[src/rtl/bsel_pkg.sv]
package bsel_pkg;
  // Default widths shared by the block, its checker and its bench.
  localparam int DEF_SEL_W = 3;
  localparam int DEF_ACC_W = 4;
endpackage

[src/rtl/bsel_reg.sv]
module bsel_reg #(
  parameter int SEL_W = bsel_pkg::DEF_SEL_W
) (
  input  logic             clk,
  input  logic             rst_n,
  input  logic             ld_en,
  input  logic [SEL_W-1:0] ld_lo,
  output logic [SEL_W-1:0] sel_q
);
  // Bank register: cleared by reset, written only on the designate strobe.
  always_ff @(posedge clk or negedge rst_n) begin
    if (!rst_n) begin
      sel_q <= '0;
    end else if (ld_en) begin
      sel_q <= ld_lo;
    end
  end
endmodule

[src/rtl/bsel_decode.sv]
module bsel_decode #(
  parameter int SEL_W = bsel_pkg::DEF_SEL_W,
  localparam int LINES = SEL_W + 1
) (
  input  logic [SEL_W-1:0] sel_q,
  output logic [LINES-1:0] lines,
  output logic             multi
);
  // Line 0 only when nothing else is selected.
  assign lines[0] = ~|sel_q;

  // Each register bit drives its own line independently.
  for (genvar i = 1; i < LINES; i++) begin : g_line
    assign lines[i] = sel_q[i-1];
  end

  // Clearing the lowest set bit leaves something only if two or more were set.
  logic [SEL_W-1:0] less_one;
  assign less_one = sel_q - SEL_W'(1);
  assign multi    = |(sel_q & less_one);
endmodule

[src/rtl/bsel_gate.sv]
module bsel_gate #(
  parameter int LINES = bsel_pkg::DEF_SEL_W + 1
) (
  input  logic             cmd_win,
  input  logic [LINES-1:0] lines,
  output logic [LINES-1:0] bank_cmd
);
  // Command lines are only driven inside the sequencer's window.
  always_comb begin
    bank_cmd = '0;
    if (cmd_win) begin
      bank_cmd = lines;
    end
  end
endmodule

[src/rtl/bank_select_lines.sv]
module bank_select_lines #(
  parameter int SEL_W = bsel_pkg::DEF_SEL_W,
  parameter int ACC_W = bsel_pkg::DEF_ACC_W,
  localparam int LINES = SEL_W + 1
) (
  input  logic             clk,
  input  logic             rst_n,
  input  logic             ld_en,
  input  logic [ACC_W-1:0] ld_val,
  input  logic             cmd_win,
  output logic [LINES-1:0] bank_cmd,
  output logic             multi_sel
);
  logic [SEL_W-1:0] sel_q;
  logic [LINES-1:0] lines;

  // Accumulator bits above the register width are deliberately dropped.
  if (ACC_W > SEL_W) begin : g_drop_hi
    logic unused_hi;
    assign unused_hi = ^ld_val[ACC_W-1:SEL_W];
  end

  bsel_reg #(.SEL_W(SEL_W)) u_reg (
    .clk   (clk),
    .rst_n (rst_n),
    .ld_en (ld_en),
    .ld_lo (ld_val[SEL_W-1:0]),
    .sel_q (sel_q)
  );

  bsel_decode #(.SEL_W(SEL_W)) u_dec (
    .sel_q (sel_q),
    .lines (lines),
    .multi (multi_sel)
  );

  bsel_gate #(.LINES(LINES)) u_gate (
    .cmd_win  (cmd_win),
    .lines    (lines),
    .bank_cmd (bank_cmd)
  );
endmodule

[config.mk]
export PLATFORM = sky130hd
export DESIGN_NAME = bank_select_lines
export DESIGN_NICKNAME = d
export VERILOG_FILES = /design/src/rtl/bsel_pkg.sv /design/src/rtl/bsel_reg.sv /design/src/rtl/bsel_decode.sv /design/src/rtl/bsel_gate.sv /design/src/rtl/bank_select_lines.sv
export SDC_FILE = /design/constraint.sdc
export NUM_CORES = 1
export LEC_CHECK = 0
export BUFFER_PORTS_ARGS = -buffer_cell sky130_fd_sc_hd__buf_2
export CAP_MARGIN = 0
export CORE_AREA = 3 3 40 42
export CTS_BUF_LIST = sky130_fd_sc_hd__clkbuf_4
export DETAILED_ROUTE_END_ITERATION = 6
export DIE_AREA = 0 0 43 45
export GPL_ROUTABILITY_DRIVEN = 0
export SYNTH_ARGS = -nofsm -noshare
export SYNTH_HDL_FRONTEND = slang
export SYNTH_SLANG_ARGS = --single-unit
[constraint.sdc]
create_clock -name clk -period 1.16 [get_ports clk]
set_clock_uncertainty 0.1 [all_clocks]
set_input_delay 0.116 -clock clk [delete_from_list [all_inputs] [get_ports clk]]
set_output_delay 0.116 -clock clk [all_outputs]
set_load 0.02 [all_outputs]
# == Yosys cells after proc, flatten, opt, wreduce, memory -nomap -nowiden ==
# Cells that the tools add are included.
# word_totals
reg_bits,3
out_inout_bits,5
word_cells,7
# op_classes
add_sub_neg,1
mux,1
bitwise,1
n_reduce_logical,3
# ops
op,n
$reduce_or 3->1,2
$mux 4,1
$and 3x3->3,1
$sub 3x1->3 const B,1
$logic_not 1->1,1

# == Depth between registers and ports, before layout ==
# Gate-level depths: netlist of the first run.
# depth
word_depth,3
depth_mapped,1
depth_no_buf,1

# == Modules after synthesis ==
# From an unflattened synthesis of the first run, not the netlist that was laid out.
# hier_totals
cells_unflattened,15
hier_area_um2,172.7
# modules_own_cells
mod,instances,cells_each,area_each_um2,seq_area_each_um2
bsel_reg,1,6,108.9,75.1
bsel_decode,1,5,38.8,0.0
bsel_gate,1,4,25.0,0.0

# == Least setup slack after synthesis of the first run ==
# No wires, ideal clock.
# synth_timing
kind,register to output
from,register u_reg.sel_q[0]
to,output bank_cmd[0]
arrival_ns,0.911
setup_slack_ns,0.033
path_stages_with_launch,2
path_buffers,0
cell_sequence,dfrtp_1 > nor4b_2
# synth_via
elab_chain_cells,3
# synth_lines
item,line_no,rtl
start: declaration,bsel_reg.sv:8,output logic [SEL_W-1:0] sel_q
start signal: assignment,bsel_reg.sv:15,sel_q <= ld_lo;
$reduce_or 3->1,bsel_decode.sv:10,assign lines[0] = ~|sel_q;
$logic_not 1->1,bsel_decode.sv:10,
$mux 4,bsel_gate.sv:11,if (cmd_win) begin
end: declaration,bank_select_lines.sv:11,"output logic [LINES-1:0] bank_cmd,"
# No other way between the ends.

# == Worst setup path in the final report of the first run ==
# layout_timing
from,register u_reg.sel_q[2]
to,output bank_cmd[0]
# The elaborated chain is that of the path after synthesis.

==> results of run 1 <==
worst reg2reg max path: cells and delay by family (launching register included):
kind	cells	cell delay, ps
flip-flops	1	410
buffers and inverters	2	240
multiplexers	1	240
logic make-up (layout without fill, tap and decap cells):
logic type / count (synthesis) / in the layout / synth area share
mux: 3 / 3 / 0.219
flops: 3 / 3 / 0.488
buf+inv: 0 / 19 / 0
fa+ha+maj: 1 / 1 / 0.0732
simple gates: 4 / 4 / 0.219
power breakdown:
group / total, uW / leakage [uW] / switching, uW / internal [uW]
registers: 129 / 0.0000351 / 13.1 / 116
logic: 113 / 0.0000995 / 42.9 / 69.8
clock network: 205 / 0.0000184 / 52.7 / 152
what timing repair did:
item,CTS,global route
endpoints found under the setup margin,5,5
cloned,0,0
buffers inserted,1,2
gates resized for setup,7,3
endpoints found under the hold margin,3,0
pin swaps,5,0
hold buffers,1,0
cells in the final DEF (no fill, tap or decap):
| master | synthesis | layout |
|---|---|---|
| and2_1 | 3 | 2 |
| and2_4 | 0 | 1 |
| buf_2 | 0 | 6 |
| buf_4 | 0 | 4 |
| buf_6 | 0 | 4 |
| clkbuf_4 | 0 | 4 |
| dfrtp_1 | 3 | 3 |
| dlygate4sd3_1 | 0 | 1 |
| maj3_2 | 1 | 1 |
| mux2_2 | 3 | 3 |
| nor4b_2 | 1 | 1 |
synthesized netlist by cell type, drive strengths merged:
cell / count / area share
dfrtp: 3 / 0.49
nor4b: 1 / 0.098
maj3: 1 / 0.073
and2: 3 / 0.12
mux2: 3 / 0.22
cell type report:
type                       count  area, um2
clock buffer                   4       30.0
fill                         137        965
multi-input combinational      8       81.3
sequential                     3       75.1
tap                           15       18.8
timing repair buffer          15        115
path summary, 6_finish.rpt:
check / start / endpoint / slack [ps] / depth (start not counted)
max: u_reg.sel_q[2] / bank_cmd[0] / -170 / 2
min: ld_val[0] / u_reg.sel_q[0] / 20 / 2
max reg2reg: u_reg.sel_q[2] / u_reg.sel_q[2] / 40 / 3
min reg2reg: u_reg.sel_q[1] / u_reg.sel_q[1] / 490 / 1
max in group asynchronous: rst_n / u_reg.sel_q[1] / 720 / 2
min in group asynchronous: rst_n / u_reg.sel_q[2] / 130 / 2
metal layers:
layer / global-route usage / vias up / part of all wire
met5: 0 / - / 0
met4: 0 / 0 / 0
met3: 0.0478 / 0 / 0.13
met2: 0.0689 / 12 / 0.32
met1: 0.0726 / 69 / 0.55
li1: - / 77 / -
through the flow:
step | setup WS, ps | instance area, um2
finish | -166 | 320
CTS | -157 | 295
global route | -196 | 320
detailed placement | 75.1 | 228
floorplan | 33.3 | 154
global placement | 68.7 | 228
==> impl_results.md, run 1 <==
- Outcome: complete, but fails checks
- Failing checks: setup timing
- Net Count, Synth: 19
- Sequential area share after synthesis: 0.488
- Layout cell share with drive strength beyond 1: 0.800
- Fin. Hold Viols: 0
- Largest register by flop count: u_reg.sel_q
- Worst IR Drop VDD: 806 uV
- Routed len/inst: 9.53 um
- Initial core utilization: 0.120
- Cell Pwr Density: 1390 nW/um2
- Worst skew pair latency: 230 ps
- Number of synthesized register bits: 3
- Worst-path maximum fanout: 3
- Max Slew Vio Count: 0
- Max cap viols: 0
- Slew @ Worst Pin: 205 ps
- GRT Total Usage: 0.0542
- # rows: 13
- Crit-path cells: nor4b_2, buf_4
- CTS H-tree depth: 1
- Core area: 1280 um2
- Max clock buf depth: 2
- Worst EP required: 940 ps
- DIE WIDTH: 43 um
- Delay of the slowest critical-path stage: 410 ps
- Setup TNS: -486 ps
- Fmax achieved: 754 MHz
- Max-slew headroom: 0.863
- Crit path DAT: 1110 ps
- Worst-path clk slew: 40 ps
- Finish-stage setup viols: 4
- Vias in the first global route: 173
- Final Critical Period: 1330 ps
- Number of diodes: 0
- Mean Syn Cell Area: 14.0 um2
- P_leak: 0.000153 uW
- CP top delay family: flip-flops
- Layout Utilization: 0.249
- Die height: 45 um
- DR pass1 iterations: 4
- Worst hold slack: 22.8 ps
- Syn Inst Count: 11
- Vias per cell: 3.51
- Setup ws final: -166 ps
- Root Driver: clkbuf_4
- Area delta synth->final: 108%
- Synth Warn #: 0
- IO Port Bufs: 11
- Initial DRC Count: 4
- Cells after DPL: 37
- Biggest registers after layout: u_reg.sel_q (3)
- Worst Hold Class: primary input to flip-flop
- Fin crit share: 1.14
- First-pass GRT wire length: 738 um
- Crit Path Category: flip-flop to output pin
- Clock buffer count from CTS: 3
- Total Routed Length: 429 um
- Startpoint Class: flip-flop
- Finished Layout Cells: 45
- CP max stage cell: dfrtp_1
- WP buf/inv: 1
- Netlist Area Pre-Place: 154 um2
- Pwr Total: 446 uW
- CTS tree: yes
- I/O pin count: 13
- Via count: 158
- Residual DRC: 0
- RSZ-0062 raised after global routing: true
- Number of distinct library cells after synthesis: 5
- Overflow after GRT: 0
- NumNets Final: 39
- Max FFs per register: 3
- Initial antenna violation count: 0
- Crit end category: output pin
- # clock sinks: 3
- Largest net degree at the start of global routing: 5
- Die area: 1940 um2
- Post-DRT Antenna Nets: 0
Power figures use the tool's default switching activity.
==> run 2: changes to the inputs <==
--- a/config.mk
+++ b/config.mk
@@ -12,6 +12,7 @@
 export DETAILED_ROUTE_END_ITERATION = 6
 export DIE_AREA = 0 0 43 45
 export GPL_ROUTABILITY_DRIVEN = 0
+export PLACE_DENSITY_LB_ADDON = 0.05
 export SYNTH_ARGS = -nofsm -noshare
 export SYNTH_HDL_FRONTEND = slang
 export SYNTH_SLANG_ARGS = --single-unit
==> run 2 against run 1 <==
Against the previous run:
- the flow still finishes with violations (setup timing)
- worst hold slack got worse by 3.5 ps
- fmax grew 1.5%
- critical path type unchanged
- first-iteration DRC count fell by 100%
- highest routed layer unchanged
==> impl_results.md, run 2 (synthesis gave the netlist of run 1 again) <==
- Largest net degree at the start of global routing: 5
- Worst Reg-to-Reg Cells: 2
- Startpoint Class: flip-flop
- DIE WIDTH: 43 um
- Crit end category: output pin
- DR pass1 iterations: 1
- Internal: 326 uW
- Worst-path clk slew: 40 ps
- CTS H-tree depth: 1
- Clock buffer count from CTS: 3
- Outcome: complete, but fails checks
- Worst reg2reg endpoint: u_reg.sel_q[0]
- Worst EP required: 940 ps
- Comb power frac: 0.229
- Crit-path cells: maj3_2, buf_6
- Residual DRC: 0
- Routed len/inst: 9.77 um
- Delay of the slowest critical-path stage: 410 ps
- Cells after DPL: 37
- Max Slew Vio Count: 0
- Max clock buf depth: 2
- Initial antenna violation count: 0
- Final Critical Period: 1310 ps
- Reg2reg setup slack: 150 ps
- Fin crit share: 1.13
- Via count: 156
- NumNets Final: 37
- IO Port Bufs: 11
- Fmax achieved: 766 MHz
- Commonest non-fill, non-tap cells in the layout: 7 x buf_2, 4 x clkbuf_4, 3 x mux2_2, 3 x buf_6, 3 x dfrtp_1
- Sequential share of power: 0.297
- Sw Ratio: 0.244
- Total Routed Length: 420 um
- Setup ws final: -146 ps
- Initial DRC Count: 0
- Crit path DAT: 1090 ps
- Top Metal Used: met3
- Worst hold slack: 19.3 ps
- Worst Hold Class: primary input to flip-flop
- Max cap viols: 0
- Largest register by flop count: u_reg.sel_q
- Met2 WL: 165 um
- Finish-stage setup viols: 3
- P_leak: 0.000142 uW
- Number of diodes: 0
- Overflow after GRT: 0
- Metal3 WL: 85 um
- Worst hold path startpoint: ld_val[2]
- GRT Total Usage: 0.0525
- Vias per cell: 3.63
- Layout cell share with drive strength beyond 1: 0.786
- Core area: 1280 um2
- P_sw: 105 uW
- Vias in the first global route: 167
- I/O pin count: 13
- CP max stage cell: dfrtp_1
- Die area: 1940 um2
- # clock sinks: 3
- Max-slew headroom: 0.872
- Finished Layout Cells: 43
- Area delta synth->final: 94.3%
- Fin. Hold Viols: 0
- Most common cell after layout, fill and taps aside: buf_2
- Worst IR Drop VDD: 400 uV
- FF-to-FF Start: u_reg.sel_q[0]
- Clock share of power: 0.474
- Met1 wire length: 169 um
- CP top delay family: flip-flops
- WP buf/inv: 1
- Slew @ Worst Pin: 191 ps
- RSZ-0062 raised after global routing: true
- Crit Path Category: flip-flop to output pin
- Post-DRT Antenna Nets: 0
- Worst skew pair latency: 230 ps
- Die height: 45 um
- Worst-path maximum fanout: 4
- Hold EP: u_reg.sel_q[2]
- # rows: 13
- Max FFs per register: 3
- CTS tree: yes
- Initial core utilization: 0.120
- Failing checks: setup timing
- Pwr Total: 432 uW
- HPWL Detailed: 368 um
- Root Driver: clkbuf_4
- Biggest registers after layout: u_reg.sel_q (3)
- Min-Delay Path Depth: 2
- First-pass GRT wire length: 662 um
- Cell Pwr Density: 1440 nW/um2
==> run 2: timing repair <==
| item | CTS | global route |
|---|---|---|
| hold endpoints to repair | 3 | 0 |
| pin swaps | 2 | 0 |
| setup buffers | 1 | 0 |
| endpoints found under the setup margin | 5 | 5 |
| resized for setup | 6 | 2 |
| hold buffers | 1 | 0 |
==> run 2: power by group through the flow <==
stage                     combinational, uW  clock (uW)  sequential (uW)
after floorplan                        45.2           0              127
after global placement                 74.4           0              130
after detailed placement               73.6           0              131
after CTS                              97.8         220              129
after global routing                    107         228              130
final                                  99.0         205              128
==> run 2: final cells by class <==
class,count,area (um2)
repair buffers,13,93.8
well taps,15,18.8
fillers,159,986
multi-input cells,8,81.3
flip-flops and latches,3,75.1
clock buffers,4,30.0
==> run 2: per-layer routing <==
metal,vias to the layer above,global-route usage
met5,-,0
met3,0,0.0239
met4,0,0.0723
li1,72,-
met1,72,0.0557
met2,12,0.0659
==> run 2: per-stage QoR <==
step	setup TNS [ps]	instance area, um2	setup slack (ps)	util
detailed placement	0	228	67.3	0.177
global route	-621	299	-223	0.233
floorplan	0	154	33.3	-
global placement	0	228	80.2	0.177
finish	-395	299	-146	0.233
CTS	-480	294	-165	0.229
==> run 2: worst max path at each step <==
stage / from / to / slack, ps / cells past startpoint
global placement: u_reg.sel_q[0] / multi_sel / 80 / 2
floorplan: u_reg.sel_q[0] / bank_cmd[0] / 30 / 1
CTS: u_reg.sel_q[0] / bank_cmd[0] / -170 / 2
finish: u_reg.sel_q[2] / multi_sel / -150 / 2
global route: u_reg.sel_q[1] / bank_cmd[0] / -220 / 2
detailed placement: u_reg.sel_q[0] / bank_cmd[0] / 70 / 2
==> run 3: changes to the inputs <==
--- a/config.mk
+++ b/config.mk
@@ -6,9 +6,8 @@
 export NUM_CORES = 1
 export LEC_CHECK = 0
 export BUFFER_PORTS_ARGS = -buffer_cell sky130_fd_sc_hd__buf_2
-export CAP_MARGIN = 0
+export CAP_MARGIN = 20
 export CORE_AREA = 3 3 40 42
-export CTS_BUF_LIST = sky130_fd_sc_hd__clkbuf_4
 export DETAILED_ROUTE_END_ITERATION = 6
 export DIE_AREA = 0 0 43 45
 export GPL_ROUTABILITY_DRIVEN = 0
==> run 3 against run 2 <==
Against the previous run:
- the flow still finishes with violations (setup timing)
- die area stayed put
- final cell count unchanged
- critical path type unchanged
- setup slack improved by 1.7 ps
- largest power group unchanged
- worst hold slack improved by 1.6 ps
==> impl_results.md, run 3 (synthesis gave the netlist of run 1 again) <==
- Outcome: complete, but fails checks
- Failing checks: setup timing
- DIE WIDTH: 43 um
- Total Routed Length: 417 um
- Cells after DPL: 37
- Vias per cell: 3.63
- Commonest non-fill, non-tap cells in the layout: 7 x buf_2, 3 x mux2_2, 3 x clkbuf_4, 3 x buf_6, 3 x dfrtp_1
- Met1 Track Usage GR: 0.0557
- DP Area: 228 um2
- Die area: 1940 um2
- Layout cell share with drive strength beyond 1: 0.750
- CTS tree: yes
- Setup ws final: -144 ps
- Fmax achieved: 767 MHz
- P_leak: 0.000138 uW
- Worst EP required: 940 ps
- HPWL Detailed: 368 um
- Fin. Hold Viols: 0
- Max FFs per register: 3
- Cell Pwr Density: 1380 nW/um2
- Fin crit share: 1.12
- Vias in the first global route: 165
- GR peak layer: met4
- Largest register by flop count: u_reg.sel_q
- Delay of the slowest critical-path stage: 410 ps
- CP max stage cell: dfrtp_1
- Worst Hold Class: primary input to flip-flop
- GRT met2 Usage: 0.0659
- Max-slew headroom: 0.872
- Post-route cell area: 295 um2
- Crit path DAT: 1090 ps
- Initial antenna violation count: 0
- Worst skew pair latency: 230 ps
- Clock buffer count from CTS: 3
- Worst hold slack: 20.9 ps
- Via count: 156
- Pre-CTS WS: 67.3 ps
- Worst-path maximum fanout: 4
- Die height: 45 um
- RSZ-0062 raised after global routing: true
- Worst-path clk slew: 30 ps
- Met3 Track Usage GR: 0.0239
- # clock sinks: 3
- IO Port Bufs: 11
- Post-DRT Antenna Nets: 0
- Max Slew Vio Count: 0
- CP top delay family: flip-flops
- Area delta synth->final: 91.9%
- Max clock buf depth: 2
- Finish-stage setup viols: 3
- Overflow after GRT: 0
- CTS H-tree depth: 1
- Initial DRC Count: 0
- Max cap viols: 0
- DR pass1 iterations: 1
- Largest net degree at the start of global routing: 5
- # rows: 13
- Core area: 1280 um2
- Finished Layout Cells: 43
- Final Critical Period: 1300 ps
- Biggest registers after layout: u_reg.sel_q (3)
- Setup TNS: -392 ps
- Crit end category: output pin
- Routed len/inst: 9.70 um
- WP buf/inv: 1
- Slew @ Worst Pin: 191 ps
- GRT Total Usage: 0.0525
- Crit-path cells: maj3_2, buf_6
- Initial core utilization: 0.120
- Worst IR Drop VDD: 400 uV
- Startpoint Class: flip-flop
- NumNets Final: 37
- Residual DRC: 0
- I/O pin count: 13
- Number of diodes: 0
- First-pass GRT wire length: 662 um
- Root Driver: clkbuf_4
- Crit Path Category: flip-flop to output pin
- Most common cell after layout, fill and taps aside: buf_2
## run 3: cell counts in the layout (fill, tap and decap cells not counted)
No cell type changed its count.
## run 3: final timing paths
| check | slack, ps | startpoint | cells past startpoint | to |
|---|---|---|---|---|
| setup / recovery | -140 | u_reg.sel_q[2] | 2 | multi_sel |
| hold / removal | 20 | ld_val[2] | 2 | u_reg.sel_q[2] |
| setup reg to reg | 150 | u_reg.sel_q[0] | 2 | u_reg.sel_q[0] |
| hold reg to reg | 500 | u_reg.sel_q[2] | 1 | u_reg.sel_q[2] |
| max in group asynchronous | 720 | rst_n | 2 | u_reg.sel_q[2] |
| min in group asynchronous | 130 | rst_n | 2 | u_reg.sel_q[0] |
## run 3: layout make-up
class | count | area, um2
fillers | 159 | 990
repair buffers | 13 | 93.8
well taps | 15 | 18.8
clock buffers | 4 | 26.3
flip-flops and latches | 3 | 75.1
multi-input cells | 8 | 81.3
## run 3: worst register-to-register path, stage by stage (launching register included)
cell and delay, ps:
dfrtp_1 390, buf_4 150, mux2_2 250
## run 3: per-stage QoR
stage	utilization	total power, uW
2_1_floorplan	-	172
3_3_place_gp	0.177	205
3_5_place_dp	0.177	205
4_1_cts	0.226	422
5_1_grt	0.230	442
6_report	0.230	407
## run 3: timing repair
| item | in CTS | in global routing |
|---|---|---|
| gates resized for setup | 6 | 2 |
| pin swaps | 2 | 0 |
| buffers inserted | 1 | 0 |
| hold buffers | 1 | 0 |
| hold endpoints to repair | 3 | 0 |
| endpoints found under the setup margin | 5 | 5 |
## run 3: per-layer routing
| layer | up-vias | part of all wire |
|---|---|---|
| met5 | - | 0 |
| met4 | 0 | 0 |
| met3 | 0 | 0.20 |
| met2 | 12 | 0.39 |
| met1 | 72 | 0.41 |
| li1 | 72 | - |
## run 3: power breakdown
| part | internal (uW) | switching, uW |
|---|---|---|
| sequential | 116 | 12.2 |
| clock | 129 | 51.2 |
| combinational | 58.3 | 40.7 |
